<file path="src/rtl/ap_pkg.sv">
package ap_pkg;

    typedef enum logic [2:0] {
        CMD_NOP = 3'd0,
        CMD_ACT = 3'd1,
        CMD_RD  = 3'd2,
        CMD_WR  = 3'd3,
        CMD_PRE = 3'd4
    } cmd_e;

    typedef enum logic [2:0] {
        ST_IDLE        = 3'd0,
        ST_ACTIVE      = 3'd1,
        ST_WR_BURST    = 3'd2,
        ST_WR_RECOVERY = 3'd3,
        ST_PRECHARGING = 3'd4
    } bank_st_e;

    typedef struct packed {
        logic act;
        logic rd;
        logic wr;
        logic pre;
        logic any;
    } hit_t;

endpackage

</file>
<file path="src/rtl/ap_cmd_decode.sv">
module ap_cmd_decode
    import ap_pkg::*;
#(
    parameter int BANK_W  = 2,
    parameter int BANK_ID = 0
) (
    input  logic [2:0]        cmd,
    input  logic [BANK_W-1:0] cmd_bank,
    output hit_t              hit
);
    localparam logic [BANK_W-1:0] MY_BANK = BANK_W'(BANK_ID);

    logic mine;

    always_comb begin
        mine    = (cmd_bank == MY_BANK);
        hit.act = mine && (cmd == CMD_ACT);
        hit.rd  = mine && (cmd == CMD_RD);
        hit.wr  = mine && (cmd == CMD_WR);
        hit.pre = mine && (cmd == CMD_PRE);
        hit.any = hit.act || hit.rd || hit.wr || hit.pre;
    end
endmodule

</file>
<file path="src/rtl/ap_down_counter.sv">
module ap_down_counter #(
    parameter int CNT_W = 4
) (
    input  logic             clk,
    input  logic             rst_n,
    input  logic             load,
    input  logic [CNT_W-1:0] load_val,
    output logic             at_zero
);
    logic [CNT_W-1:0] cnt_q;

    always_ff @(posedge clk) begin
        if (!rst_n)
            cnt_q <= '0;
        else if (load)
            cnt_q <= load_val;
        else if (cnt_q != '0)
            cnt_q <= cnt_q - 1'b1;
    end

    assign at_zero = (cnt_q == '0);

    // the counter only moves down, never wraps
    p_no_wrap_r3: assert property (@(posedge clk) disable iff (!rst_n)
        (!load && $past(rst_n) && !$past(load) && $past(cnt_q) == '0) |-> cnt_q == '0);
endmodule

</file>
<file path="src/rtl/ap_bank_tracker.sv">
module ap_bank_tracker
    import ap_pkg::*;
#(
    parameter int BANK_W    = 2,
    parameter int BANK_ID   = 0,
    parameter int BURST_LEN = 4,
    parameter int T_WR      = 2,
    parameter int T_RP      = 3
) (
    input  logic              clk,
    input  logic              rst_n,
    input  logic [2:0]        cmd,
    input  logic [BANK_W-1:0] cmd_bank,
    input  logic              cmd_a10,
    output logic              bank_ready,
    output logic              illegal_cmd,
    output logic [2:0]        bank_state
);
    localparam int MAX_T0 = (BURST_LEN > T_WR) ? BURST_LEN : T_WR;
    localparam int MAX_T  = (MAX_T0 > T_RP) ? MAX_T0 : T_RP;
    localparam int CNT_W  = $clog2(MAX_T + 1);
    localparam logic [CNT_W-1:0] LD_BURST = CNT_W'(BURST_LEN - 1);
    localparam logic [CNT_W-1:0] LD_WR    = CNT_W'(T_WR - 1);
    localparam logic [CNT_W-1:0] LD_RP    = CNT_W'(T_RP - 1);

    initial begin
        assert (BURST_LEN >= 1 && T_WR >= 1 && T_RP >= 1)
            else $error("timing parameters must be at least one cycle");
    end

    hit_t             hit;
    bank_st_e         st_q, st_d;
    logic             ap_q;
    logic             ld;
    logic [CNT_W-1:0] ld_val;
    logic             cnt_zero;
    logic             busy;

    ap_cmd_decode #(.BANK_W(BANK_W), .BANK_ID(BANK_ID)) u_decode (
        .cmd      (cmd),
        .cmd_bank (cmd_bank),
        .hit      (hit)
    );

    ap_down_counter #(.CNT_W(CNT_W)) u_timer (
        .clk      (clk),
        .rst_n    (rst_n),
        .load     (ld),
        .load_val (ld_val),
        .at_zero  (cnt_zero)
    );

    // next state and timer loads
    always_comb begin
        st_d   = st_q;
        ld     = 1'b0;
        ld_val = '0;
        unique case (st_q)
            ST_IDLE: begin
                if (hit.act) st_d = ST_ACTIVE;
            end
            ST_ACTIVE: begin
                if (hit.wr) begin
                    st_d   = ST_WR_BURST;
                    ld     = 1'b1;
                    ld_val = LD_BURST;
                end else if (hit.pre) begin
                    st_d   = ST_PRECHARGING;
                    ld     = 1'b1;
                    ld_val = LD_RP;
                end
            end
            ST_WR_BURST: begin
                if (cnt_zero) begin
                    if (ap_q) begin
                        st_d   = ST_WR_RECOVERY;
                        ld     = 1'b1;
                        ld_val = LD_WR;
                    end else begin
                        st_d = ST_ACTIVE;
                    end
                end
            end
            ST_WR_RECOVERY: begin
                if (cnt_zero) begin
                    st_d   = ST_PRECHARGING;
                    ld     = 1'b1;
                    ld_val = LD_RP;
                end
            end
            ST_PRECHARGING: begin
                if (cnt_zero) st_d = ST_IDLE;
            end
            default: st_d = ST_IDLE;
        endcase
    end

    // state register
    always_ff @(posedge clk) begin
        if (!rst_n) begin
            st_q <= ST_IDLE;
            ap_q <= 1'b0;
        end else begin
            st_q <= st_d;
            if (st_q == ST_ACTIVE && hit.wr)
                ap_q <= cmd_a10;
        end
    end

    // outputs
    always_comb begin
        busy       = (st_q == ST_WR_BURST) || (st_q == ST_WR_RECOVERY) ||
                     (st_q == ST_PRECHARGING);
        bank_ready = !busy;
        bank_state = st_q;
    end

    always_ff @(posedge clk) begin
        if (!rst_n)
            illegal_cmd <= 1'b0;
        else
            illegal_cmd <= busy && hit.any;
    end

    // a flag only follows a cycle in which the bank was not ready
    p_flag_when_busy_r6: assert property (@(posedge clk) disable iff (!rst_n)
        (illegal_cmd && $past(rst_n)) |-> !$past(bank_ready));

    // recovery is entered only from an auto-precharge burst
    p_recovery_entry_r3: assert property (@(posedge clk) disable iff (!rst_n)
        (st_q == ST_WR_RECOVERY && $past(rst_n) && $past(st_q) != ST_WR_RECOVERY)
        |-> ($past(st_q) == ST_WR_BURST && $past(ap_q)));

    // once recovery or precharge has begun the row cannot reopen directly
    p_no_reopen_r3: assert property (@(posedge clk) disable iff (!rst_n)
        (st_q == ST_WR_RECOVERY || st_q == ST_PRECHARGING) |=> st_q != ST_ACTIVE);

    // a plain write burst returns to the open row
    p_plain_return_r4: assert property (@(posedge clk) disable iff (!rst_n)
        (st_q == ST_WR_BURST && cnt_zero && !ap_q) |=> st_q == ST_ACTIVE);

    // precharge time expiry leads to IDLE
    p_pre_done_r5: assert property (@(posedge clk) disable iff (!rst_n)
        (st_q == ST_PRECHARGING && cnt_zero) |=> st_q == ST_IDLE);

    // an open bank stays open when no command hits it
    p_other_bank_r7: assert property (@(posedge clk) disable iff (!rst_n)
        (st_q == ST_ACTIVE && !hit.any) |=> (st_q == ST_ACTIVE && !illegal_cmd));
endmodule

</file>
<file path="config.mk">
export PLATFORM = sky130hd
export DESIGN_NAME = ap_bank_tracker
export DESIGN_NICKNAME = d
export VERILOG_FILES = /design/src/rtl/ap_pkg.sv /design/src/rtl/ap_cmd_decode.sv /design/src/rtl/ap_down_counter.sv /design/src/rtl/ap_bank_tracker.sv
export SDC_FILE = /design/constraint.sdc
export NUM_CORES = 1
export LEC_CHECK = 0
export ABC_CLOCK_PERIOD_IN_PS = 1440
export BUFFER_PORTS_ARGS = -buffer_cell sky130_fd_sc_hd__buf_2
export CAP_MARGIN = 20
export CORE_AREA = 10 10 47 49
export CTS_CLUSTER_DIAMETER = 30
export DETAILED_ROUTE_END_ITERATION = 10
export DIE_AREA = 0 0 57 59
export PLACE_DENSITY = 0.62
export REMOVE_ABC_BUFFERS = 1
export SLEW_MARGIN = 10
export SYNTH_ARGS = -nofsm -noshare
export SYNTH_HDL_FRONTEND = slang
export SYNTH_SLANG_ARGS = --single-unit
export TNS_END_PERCENT = 10
</file>
<file path="constraint.sdc">
create_clock -name clk -period 1.44 [get_ports clk]
set_clock_uncertainty 0.05 [all_clocks]
set_input_delay 0 -clock clk [delete_from_list [all_inputs] [get_ports clk]]
set_output_delay 0 -clock clk [all_outputs]
set_load 0.1 [all_outputs]
</file>
After elaboration in Yosys (flattened, before gate mapping)
Cells that the tools add are included.

$add $sub $neg: 1. Reduce and logical (&&, ||, !) cells: 18. Muxes and demuxes: 22. Equality and inequality tests: 13.

Operators by type and width (number): $mux W3 (8); $pmux W3 S5 (1); $eq A3 B2 Y1 const B (4); $mux W2 (4); $ne A2 B2 Y1 const B (4); $mux W1 (7); $eq A3 B1 Y1 const B (2); $eq A3 B3 Y1 const B (2); $logic_and A1 B1 Y1 (6); $logic_not A3 Y1 (2); $pmux W2 S3 (1); $logic_or A1 B1 Y1 (5); $reduce_and A5 Y1 (1); $ne A3 B3 Y1 const B (1); $pmux W1 S3 (1); $reduce_bool A3 Y1 (1); $sub A3 B1 Y3 const B (1); $logic_not A2 Y1 (1); $reduce_bool A2 Y1 (1); $logic_not A1 Y1 (1).

Bits in registers: 8. Bits of input ports: 8.

Logic depth before layout (Yosys ltp)
Gate-level depths: netlist of the first run.

Depth in word-level cells: 6. Mapped depth: 6.

By module
Synthesis of the first run repeated with hierarchy kept, for this count alone.

Cells, all modules: 72. Area total of the unflattened synthesis: 603.1 µm².

Modules (own cells, without submodules): ap_bank_tracker (seq. area each 100.1 µm², cells each 41, area each 330.3 µm², times used 1); ap_down_counter (seq. area each 60.1 µm², cells each 22, area each 205.2 µm², times used 1); ap_cmd_decode (seq. area each 0.0 µm², cells each 9, area each 67.6 µm², times used 1).

Worst setup path before layout of the first run
No wires, ideal clock.

Kind: register -> register. From: register st_q[2], in the netlist bank_state[2]. To: register illegal_cmd. Cell stages (with the launch flop): 4. Setup slack: -1382 ps. Path buffers: 0. Arrival time: 2564 ps. Library setup time: 208 ps. Data required time: 1182 ps. Path through: dfxtp_1 > nor2b_1 > nor2_1 > a211oi_1.

Longest elaborated chain between the ends: 4.

Ends and longest elaborated chain: from (decl) (RTL line ap_bank_tracker.sv:32) `bank_st_e st_q, st_d;`; from (signal assigned) (RTL line ap_bank_tracker.sv:104) `st_q <= st_d;`; $eq A3 B2 Y1 (RTL line ap_bank_tracker.sv:112) `busy = (st_q == ST_WR_BURST) || (st_q == ST_WR_RECOVERY) ||`; $logic_or A1 B1 Y1 (RTL line ap_bank_tracker.sv:112); $logic_or A1 B1 Y1 * (RTL line ap_bank_tracker.sv:112); $logic_and A1 B1 Y1 * (RTL line ap_bank_tracker.sv:122) `illegal_cmd <= busy && hit.any;`; to (signal assigned) (RTL line ap_bank_tracker.sv:122); to (decl) (RTL line ap_bank_tracker.sv:16) `output logic illegal_cmd,`.

Mark *: on every way between the ends. The rest lies on a longest branch, timed or not. A chain may end at the register's enable or synchronous reset.

Worst setup path after layout of the first run
From: register st_q[1], in the netlist bank_state[1]. To: register st_q[0], in the netlist bank_state[0].

Longest elaborated chain between the ends: 3.

Ends and longest elaborated chain: $eq A3 B1 Y1, or another cell as far along (RTL line ap_bank_tracker.sv:58) `unique case (st_q)`; $ne A3 B3 Y1 (no line) or $ne A2 B2 Y1 (tied branches); $reduce_and A5 Y1 (no line).

Several ways; a longest one is shown, not always the timed one.

==> metrics.md, run 1 <==
| Metric | Value |
|---|---|
| Outcome | complete, but fails checks |
| Failing checks | negative setup slack |
| # DRC | 0 |
| Dominant cells by area after synthesis | dfxtp_1 32%, ha_1 5.0%, a21boi_1 4.5% |
| Vias in the first global route | 563 |
| Setup violators final | 4 |
| Setup_tns | -0.149 ns |
| EDFF count, synth | 0 |
| Max clock buf depth | 2 |
| Total global-route track usage | 10.1% |
| Post-Synth Simple-Gate Area | between 30% and 40% |
| Setup WS post-layout | -0.0957 ns |
| CP max FO | 2 |
| Post-synthesis adder-cell area fraction | 4.95% |
| I/O pins | 13 |
| Yosys warns | 0 |
| Max rail drop VDD | 0.682 mV |
| Hold WC Path Type | in2reg |
| Fin util | between 50 and 60% |
| Routability cong. | about 0.85 |
| Slew margin rel. | 67.7% |
| Cell variety after synth | 29 |
| # port buffers | 12 |
| Vias/cell | 5.43 |
| Post-synthesis compound-gate area fraction | between 20% and 30% |
| Slew @ Worst Pin | 0.488 ns |
| 1st-pass router iterations | 4 |
| Pwr/cell area | 1170 nW/um^2 |
| Final hold vios | 0 |
| Fill count | approximately 140 |
| Arrival time worst endpoint | 1.69 ns |
| Max_cap viols | 0 |
| Commonest register cell after synthesis | dfxtp_1 |
| Grt ovf | 0 |
| RSZ-0062 raised after global routing | yes |
| Post-CTS Setup Bufs | 0 |
| FP Rows | 14 |
| Total Routed Length | about 1.4 mm |
| Antenna violations before repair | 0 |
| Routed WL per cell | 14.2 microns |
| First-pass GRT wire length | 2.61 mm |
| Clock latency on the worst-skew pair | 0.26 ns |
| Crit Path Category | reg2reg |
| # diodes | 0 |
| Setup crit end kind | register |
| Tcrit/Tclk final | 107% |
| Register area share after synthesis | 31.7% |
| Logic pwr share | a little under half |
| Core area | 1400 sq um |
| Synth top area share | 31.7% |
| Largest net degree at the start of global routing | 9 |
| Synth Cell Area | just over 500 sq um |
| Worst R2R Path Depth | 4 |
| Largest family of logic cells by synthesized area | simple AND/OR/NAND/NOR gates |
| Clk pwr share | a little over a fifth |
| Final min period | approximately 1.5 ns |
| Critical Path Source Type | register |
| Root Buffer | clkbuf_4 |
| Clock Pin Slew Worst Setup and Hold Paths | about 0.06 ns |
| Cells after synthesis | about 60 |
| Clock tree from TritonCTS | built |
| Synthesis-to-finish area growth | 48.0% |
| Die ar. | 3360 sq um |
| Critical path required time | 1.59 ns |
| 1st-iter DRT viols | 3 |
| Layout cells sized above 1 | between 30% and 40% |
| Switching share of power | a little over a third |
| Sw power | 313 uW |
| Pins over their slew limit | 0 |
| Vias | approximately 550 |
| Internal Power | 559 uW |
| H-tree levels | 1 |
| Flop pwr share | 33.2% |
| Die width | 57 microns |
| DP HPWL | 1.09 mm |
| Synth area leader | dfxtp_1 |
| DIE HEIGHT | 59 microns |
| Fraction of registers with async set/reset | 0% |
| XOR/XNOR Fraction of Synth Area | 0% |
| Num Clock Sinks | 8 |
| Post-synthesis mux area share | 3.96% |
| Antenna-violating nets left | 0 |
| CTS Buf Count | 3 |
| # nets final | 97 |
| Mean Syn Cell Area | 8.57 sq um |
| Initial Util | between 30% and 40% |
| Yosys reg bits | 8 |
| Leakage power | 0.311 nW |
| Fmax | 651 MHz |
| Hold path depth | 3 |
==> worst max-delay path: stages, from the launching register on <==
cell and delay (ns):
dfxtp_2 0.32, or3_4 0.37, or4b_1 0.46, a21o_1 0.18, a21oi_2 0.10
==> cell type report <==
type	count	area (sq um)	share of cell area, %
Clock buffer	3	22.5	3.01
Timing Repair Buffer	23	168	22.4
Sequential cell	8	161	21.6
Tap cell	16	20.0	2.68
Inverter	3	11.3	1.51
Multi-Input combinational cell	48	365	48.8
==> power groups by stage <==
stage | sequential [mW] | clock (mW) | combinational (mW)
2_1_floorplan | 0.291 | 0 | 0.241
4_1_cts | 0.286 | 0.192 | 0.375
5_1_grt | 0.294 | 0.204 | 0.452
3_5_place_dp | 0.291 | 0 | 0.363
3_3_place_gp | 0.291 | 0 | 0.350
6_report | 0.290 | 0.185 | 0.397
==> logic make-up after synthesis <==
family / Yosys count
simple gates: 28
buf+inv: 3
mux: 2
fa+ha+maj: 2
compound gates: 16
flops: 8
==> sequential cells by signal, indices dropped and copies added (netlist names) <==
name / cells
ap_q: 1
bank_state: 3
illegal_cmd: 1
u_timer.cnt_q: 3
==> worst paths after layout <==
| check | slack (ns) | endpoint | start |
|---|---|---|---|
| worst min-delay path | 0.01 | illegal_cmd$_SDFF_PN0_ | cmd[2] |
| worst max register to register | -0.1 | bank_state[0]$_SDFFE_PN0P_ | bank_state[1]$_SDFFE_PN0P_ |
| worst min register to register | 0.52 | ap_q$_SDFFE_PN0P_ | ap_q$_SDFFE_PN0P_ |
| worst max-delay path | -0.1 | bank_state[0]$_SDFFE_PN0P_ | bank_state[1]$_SDFFE_PN0P_ |
==> through the flow <==
step	hold WS (ns)	instance area [sq um]	std cells	worst slack, ns	total power [mW]
floorplan	0.0763	505	59	-1.38	0.532
global placement	0.211	653	94	-0.0907	0.641
detailed placement	0.218	653	94	-0.108	0.654
CTS	0.00409	727	101	-0.103	0.853
global route	0.0315	748	101	-0.174	0.950
finish	0.0137	748	101	-0.0957	0.872
==> synthesized netlist by cell type (all sizes together), types with 3 or more instances <==
| library cell | number |
|---|---|
| nand2b | 3 |
| a21boi | 3 |
| nor2 | 6 |
| a21oi | 3 |
| nor2b | 3 |
| nand2 | 3 |
| dfxtp | 8 |
| inv | 3 |
==> layout by cell type (no fill, tap or decap), types with 3 or more instances in the layout <==
| cell type | count |
|---|---|
| nand2_1 | 3 |
| buf_2 | 11 |
| inv_1 | 3 |
| nand2b_1 | 3 |
| buf_4 | 7 |
| dlygate4sd3_1 | 4 |
| nor2_1 | 5 |
| dfxtp_1 | 7 |
| a21boi_1 | 3 |
| clkbuf_4 | 3 |
==> timing repair <==
item	in CTS	in global routing
hold buffers	4	0
endpoints found under the setup margin	5	8
hold endpoints to repair	2	0
pin swaps	2	0
gates resized for setup	2	7
==> routing by layer <==
metal | GRT usage (%) | part of all wire, % | vias to the layer above
met3 | 2.36 | 3.7 | 6
met4 | 10.1 | 4.5 | 0
met1 | 10.4 | 41 | 261
met2 | 16.1 | 51 | 11
li1 | - | - | 270
met5 | 0 | 0 | -
(Power assumes the default switching activity.)
==> run 2, diff against run 1 <==
SETUP_SLACK_MARGIN = 0.3   (was unset)
==> metrics.md, run 2 (same netlist as run 1, synthesis figures left out) <==
| Metric | Value |
|---|---|
| Outcome | complete, but fails checks |
| Failing checks | negative setup slack |
| CTS Buf Count | 3 (unchanged) |
| # diodes | 0 (unchanged) |
| Fmax | 650 MHz (-0.18%) |
| Clock latency on the worst-skew pair | 0.27 ns (about the same) |
| Max clock buf depth | 2 (unchanged) |
| Setup violators final | 4 (unchanged) |
| Grt ovf | 0 (unchanged) |
| Max_cap viols | 0 (unchanged) |
| Slew margin rel. | 67.9% (+0.20 points) |
| Routability cong. | 0.854 (unchanged) |
| CP peak stage delay | 0.46 ns (about the same) |
| Die ar. | 3360 sq um (unchanged) |
| Num Clock Sinks | 8 (unchanged) |
| Post-CTS Setup Bufs | 0 (unchanged) |
| # port buffers | 12 (unchanged) |
| Hold path depth | 3 (unchanged) |
| Clock tree from TritonCTS | built |
| Setup WS post-layout | -0.0984 ns (-0.00277 ns) |
| Routed WL per cell | 15.3 microns (+8.3%) |
| 1st-pass router iterations | 4 (unchanged) |
| Fill count | 140 (-0.71%) |
| Min-delay src | cmd[2] |
| 1st-iter DRT viols | 5 (+2) |
| Worst R2R Path Depth | 4 (unchanged) |
| # DRC | 0 (unchanged) |
| Synthesis-to-finish area growth | 54.2% |
| Total global-route track usage | 10.0% (-0.043 points) |
| CP max FO | 2 (unchanged) |
| Total Routed Length | 1.55 mm (+8.3%) |
| Final min period | 1.54 ns (+0.00277 ns) |
| Antenna-violating nets left | 0 (unchanged) |
| Antenna violations before repair | 0 (unchanged) |
| I/O pins | 13 (unchanged) |
| Worst R2R Start | bank_state[1]$_SDFFE_PN0P_ |
| Max rail drop VDD | 0.774 mV (+14%) |
| Layout cells sized above 1 | 38.8% (unchanged) |
| Leakage power | 0.320 nW (+2.9%) |
| Hold WC Path Type | in2reg |
| Final hold vios | 0 (unchanged) |
| Finished Layout Cells | 101 (unchanged) |
| Sink of the worst hold path | illegal_cmd$_SDFF_PN0_ |
| Tcrit/Tclk final | 107% (+0.19 points) |
| Clock Pin Slew Worst Setup and Hold Paths | 0.06 ns (about the same) |
| # nets final | 97 (unchanged) |
| DP Cell Count | 94 (unchanged) |
| Arrival time worst endpoint | 1.69 ns (about the same) |
| Crit-path slowest cell | or4b_1 |
| DIE HEIGHT | 59 microns (unchanged) |
| Crit-path cells | or3_4, or4b_1, a21o_1, a21oi_2 |
| Commonest non-fill, non-tap cells in the layout | 8 x buf_2, 8 x buf_4, 7 x dfxtp_1 |
| H-tree levels | 1 (unchanged) |
| Die width | 57 microns (unchanged) |
| FP Rows | 14 (unchanged) |
| Root Buffer | clkbuf_4 |
| Initial Util | 36.1% (unchanged) |
| Slew @ Worst Pin | 0.485 ns (-0.00296 ns) |
| Crit Path Category | reg2reg |
| Setup crit end kind | register |
| First-pass GRT wire length | 2.68 mm (+2.9%) |
| Pins over their slew limit | 0 (unchanged) |
| Pwr/cell area | 1120 nW/um^2 (-3.9%) |
| RSZ-0062 raised after global routing | yes |
| Critical path required time | 1.59 ns (about the same) |
| Vias | 536 (-2.2%) |
| DP HPWL | 1.09 mm (unchanged) |
| Hold Worst Slack | 0.00318 ns (-0.0106 ns) |
| Largest net degree at the start of global routing | 9 (unchanged) |
| Core area | 1400 sq um (unchanged) |
| Vias/cell | 5.31 (-2.2%) |
| Vias in the first global route | 595 (+5.7%) |
| Critical Path Source Type | register |
| Worst reg-to-reg setup slack | -0.1 ns (about the same) |
| Reg-to-reg endpoint | bank_state[0]$_SDFFE_PN0P_ |
==> run 2: report_power, final <==
part           total (mW)  internal (mW)  switching (mW)  leakage, nW
clock               0.185         0.0963          0.0891       0.0138
combinational       0.400          0.198           0.201        0.240
sequential          0.288          0.261          0.0268       0.0657
total               0.873          0.555           0.317        0.320
==> run 2: worst max path at each step <==
stage | to | depth (start not counted) | startpoint | slack, ns
after floorplan | illegal_cmd$_SDFF_PN0_ | 3 | bank_state[2]$_SDFFE_PN0P_ | -1.38
after global placement | bank_state[0]$_SDFFE_PN0P_ | 4 | bank_state[1]$_SDFFE_PN0P_ | -0.09
after detailed placement | bank_state[0]$_SDFFE_PN0P_ | 4 | bank_state[1]$_SDFFE_PN0P_ | -0.11
after CTS | bank_state[0]$_SDFFE_PN0P_ | 4 | bank_state[1]$_SDFFE_PN0P_ | -0.10
after global routing | bank_state[0]$_SDFFE_PN0P_ | 4 | bank_state[1]$_SDFFE_PN0P_ | -0.17
final | bank_state[0]$_SDFFE_PN0P_ | 4 | bank_state[1]$_SDFFE_PN0P_ | -0.1
==> run 2: area by class of cell <==
class / count / area, sq um / share of cell area [%]
Multi-Input combinational cell: 48 / 378 / 48.5
Tap cell: 16 / 20.0 / 2.57
Inverter: 3 / 11.3 / 1.44
Sequential cell: 8 / 161 / 20.7
Clock buffer: 3 / 22.5 / 2.89
Timing Repair Buffer: 23 / 186 / 23.9
==> run 2: metrics by stage <==
stage,worst slack (ns),total power [mW],util [%],setup TNS [ns],instance area [sq um]
6_report,-0.0984,0.873,55.6,-0.168,779
5_1_grt,-0.174,0.941,55.6,-0.500,779
3_5_place_dp,-0.108,0.654,46.6,-0.183,653
3_3_place_gp,-0.0907,0.641,46.6,-0.134,653
2_1_floorplan,-1.38,0.532,-,-5.70,505
4_1_cts,-0.103,0.855,54.4,-0.127,762
==> run 2: layer usage <==
metal | vias to the layer above | track usage, % | wire length, microns
met5 | - | 0 | 0
met4 | 0 | 7.05 | 40
met3 | 4 | 2.36 | 73
met2 | 15 | 16.7 | 804
met1 | 247 | 10.9 | 629
li1 | 270 | - | -
==> run 2: timing repair <==
action / in CTS / in global routing
hold buffers: 4 / 0
setup endpoints to repair: 12 / 10
hold endpoints to repair: 2 / 0
gates resized for setup: 12 / 5
pin swaps: 4 / 1
==> run 2: critical path, delay by kind of cell (launching register included) <==
family | cells | cell delay [ns]
and+or+nand+nor | 2 | 0.84
AOI/OAI and AO/OA | 2 | 0.28
DFF | 1 | 0.32
==> run 3, diff against run 2 <==
PLACE_DENSITY = unset   (was 0.62)
==> metrics.md, run 3 (same netlist as run 1, synthesis figures left out) <==
| Metric | Value |
|---|---|
| H-tree levels | 1 (unchanged) |
| Clock Pin Slew Worst Setup and Hold Paths | 0.06 ns (about the same) |
| Die ar. | 3360 sq um (unchanged) |
| Final min period | 1.51 ns (-0.0241 ns) |
| Leakage power | 0.341 nW (+6.7%) |
| FP Rows | 14 (unchanged) |
| Root Buffer | clkbuf_4 |
| Grt ovf | 0 (unchanged) |
| CTS Buf Count | 3 (unchanged) |
| Failing checks | negative setup slack |
| Routability cong. | 0.829 (-2.9%) |
| CP max FO | 2 (unchanged) |
| Setup crit end kind | register |
| Largest net degree at the start of global routing | 9 (unchanged) |
| 1st-iter DRT viols | 12 (+7) |
| Critical Path Start | bank_state[1]$_SDFFE_PN0P_ |
| Fin util | 58.0% (+2.4 points) |
| First-pass GRT wire length | 2.33 mm (-13%) |
| Final hold vios | 0 (unchanged) |
| Antenna violations before repair | 0 (unchanged) |
| Arrival time worst endpoint | 1.66 ns (-0.03 ns) |
| Total Routed Length | 1.36 mm (-12%) |
| Fill count | 129 (-7.9%) |
| Worst reg-to-reg setup slack | -0.07 ns (+0.02 ns) |
| Sequential cell area | 161 sq um (unchanged) |
| Antenna-violating nets left | 0 (unchanged) |
| 1st-pass router iterations | 4 (unchanged) |
| Last element of the critical path | bank_state[0]$_SDFFE_PN0P_ |
| Routed WL per cell | 13.0 microns (-15%) |
| Core area | 1400 sq um (unchanged) |
| Hold path depth | 3 (unchanged) |
| Slew @ Worst Pin | 0.488 ns (+0.00313 ns) |
| # DRC | 0 (unchanged) |
| Pwr/cell area | 1130 nW/um^2 (+0.59%) |
| Setup WS post-layout | -0.0743 ns (+0.0241 ns) |
| Total global-route track usage | 8.51% (-1.5 points) |
| Max rail drop VDD | 0.895 mV (+16%) |
| Vias | 543 (+1.3%) |
| Commonest non-fill, non-tap cells in the layout | 10 x buf_4, 8 x buf_2, 7 x dfxtp_1 |
| Num Clock Sinks | 8 (unchanged) |
| Initial Util | 36.1% (unchanged) |
| DP Cell Count | 96 (+2.1%) |
| Outcome | complete, but fails checks |
| Clock latency on the worst-skew pair | 0.26 ns (about the same) |
| Setup_tns | -0.0743 ns (+0.0941 ns) |
| Hold WC Path Type | in2reg |
| Fmax | 660 MHz (+1.6%) |
| # diodes | 0 (unchanged) |
| Post-Place Setup Slack | -0.101 ns (+0.00680 ns) |
| Multi-input gate area | 390 sq um (+3.3%) |
| Finished Layout Cells | 104 (+3.0%) |
| Vias/cell | 5.22 (-1.6%) |
| Slew margin rel. | 67.7% (-0.21 points) |
| Die width | 57 microns (unchanged) |
| Vias in the first global route | 548 (-7.9%) |
| Max_cap viols | 0 (unchanged) |
| RSZ-0062 raised after global routing | yes |
| Critical Path Source Type | register |
| Worst R2R Start | bank_state[1]$_SDFFE_PN0P_ |
| Synthesis-to-finish area growth | 60.9% |
| Tcrit/Tclk final | 105% (-1.7 points) |
| Pins over their slew limit | 0 (unchanged) |
| Post-CTS Setup Bufs | 0 (unchanged) |
| Power, Total | 916 uW (+4.9%) |
| Setup violators final | 1 (-3) |
| I/O pins | 13 (unchanged) |
| DIE HEIGHT | 59 microns (unchanged) |
| Clock tree from TritonCTS | built |
| Crit Path Category | reg2reg |
| Most common cell after layout, fill and taps aside | buf_4 |
| DP HPWL | 1.01 mm (-7.2%) |
| Worst R2R Path Depth | 4 (unchanged) |
| # nets final | 100 (+3.1%) |
| Max clock buf depth | 2 (unchanged) |
| # port buffers | 12 (unchanged) |
| Reg-to-reg endpoint | bank_state[0]$_SDFFE_PN0P_ |
| Critical path required time | 1.59 ns (about the same) |
| Layout cells sized above 1 | 40.9% (+2.1 points) |
==> run 3: cell types whose count changed in the layout (fill, tap and decap cells not counted), sizes merged <==
cell,delta
buf,+1
clkbuf,+1
dlygate4sd3,+1
==> run 3: critical path, cell delays in order, from the launching register on <==
cell and delay, ns:
dfxtp_2 0.31, or3_4 0.32, or4b_1 0.47, a21o_1 0.20, a21oi_2 0.10
==> run 3: final cells by class <==
| class | count | area share, % |
|---|---|---|
| clock buffer | 3 | 2.77 |
| inverter | 3 | 1.38 |
| multi-input combinational | 48 | 48.0 |
| sequential | 8 | 19.8 |
| tap | 16 | 2.46 |
| timing repair buffer | 26 | 25.5 |
==> run 3: metrics by stage <==
stage | hold WS, ns | area [sq um]
global route | 0.0610 | 813
CTS | 0.0336 | 782
global placement | 0.220 | 668
detailed placement | 0.233 | 668
finish | 0.0413 | 813
floorplan | 0.0763 | 505
==> run 3: worst min path at each step <==
stage	slack [ns]	to	startpoint
detailed placement	0.23	illegal_cmd$_SDFF_PN0_	cmd_bank[0]
global route	0.06	illegal_cmd$_SDFF_PN0_	cmd[1]
global placement	0.22	ap_q$_SDFFE_PN0P_	cmd_a10
finish	0.04	illegal_cmd$_SDFF_PN0_	cmd[1]
floorplan	0.08	illegal_cmd$_SDFF_PN0_	rst_n
CTS	0.03	illegal_cmd$_SDFF_PN0_	cmd[1]
==> run 3: metal layers <==
layer / routed length [microns] / vias up / track usage [%] / share of wire (%)
li1: - / 276 / - / -
met1: 639 / 253 / 9.49 / 47
met2: 652 / 10 / 14.1 / 48
met3: 42 / 4 / 2.36 / 3.1
met4: 22 / 0 / 5.03 / 1.6
met5: 0 / - / 0 / 0
==> run 3: what timing repair did <==
item	CTS	global route
pin swaps	7	5
resized for setup	11	8
setup endpoints to repair	11	11
hold endpoints to repair	5	0
hold buffers	5	0
gates cloned	0	0
==> run 3: power by group <==
group	switching (mW)	internal, mW	leakage (nW)
clock network	0.0801	0.0956	0.0138
registers	0.0346	0.261	0.0657
logic	0.200	0.244	0.262
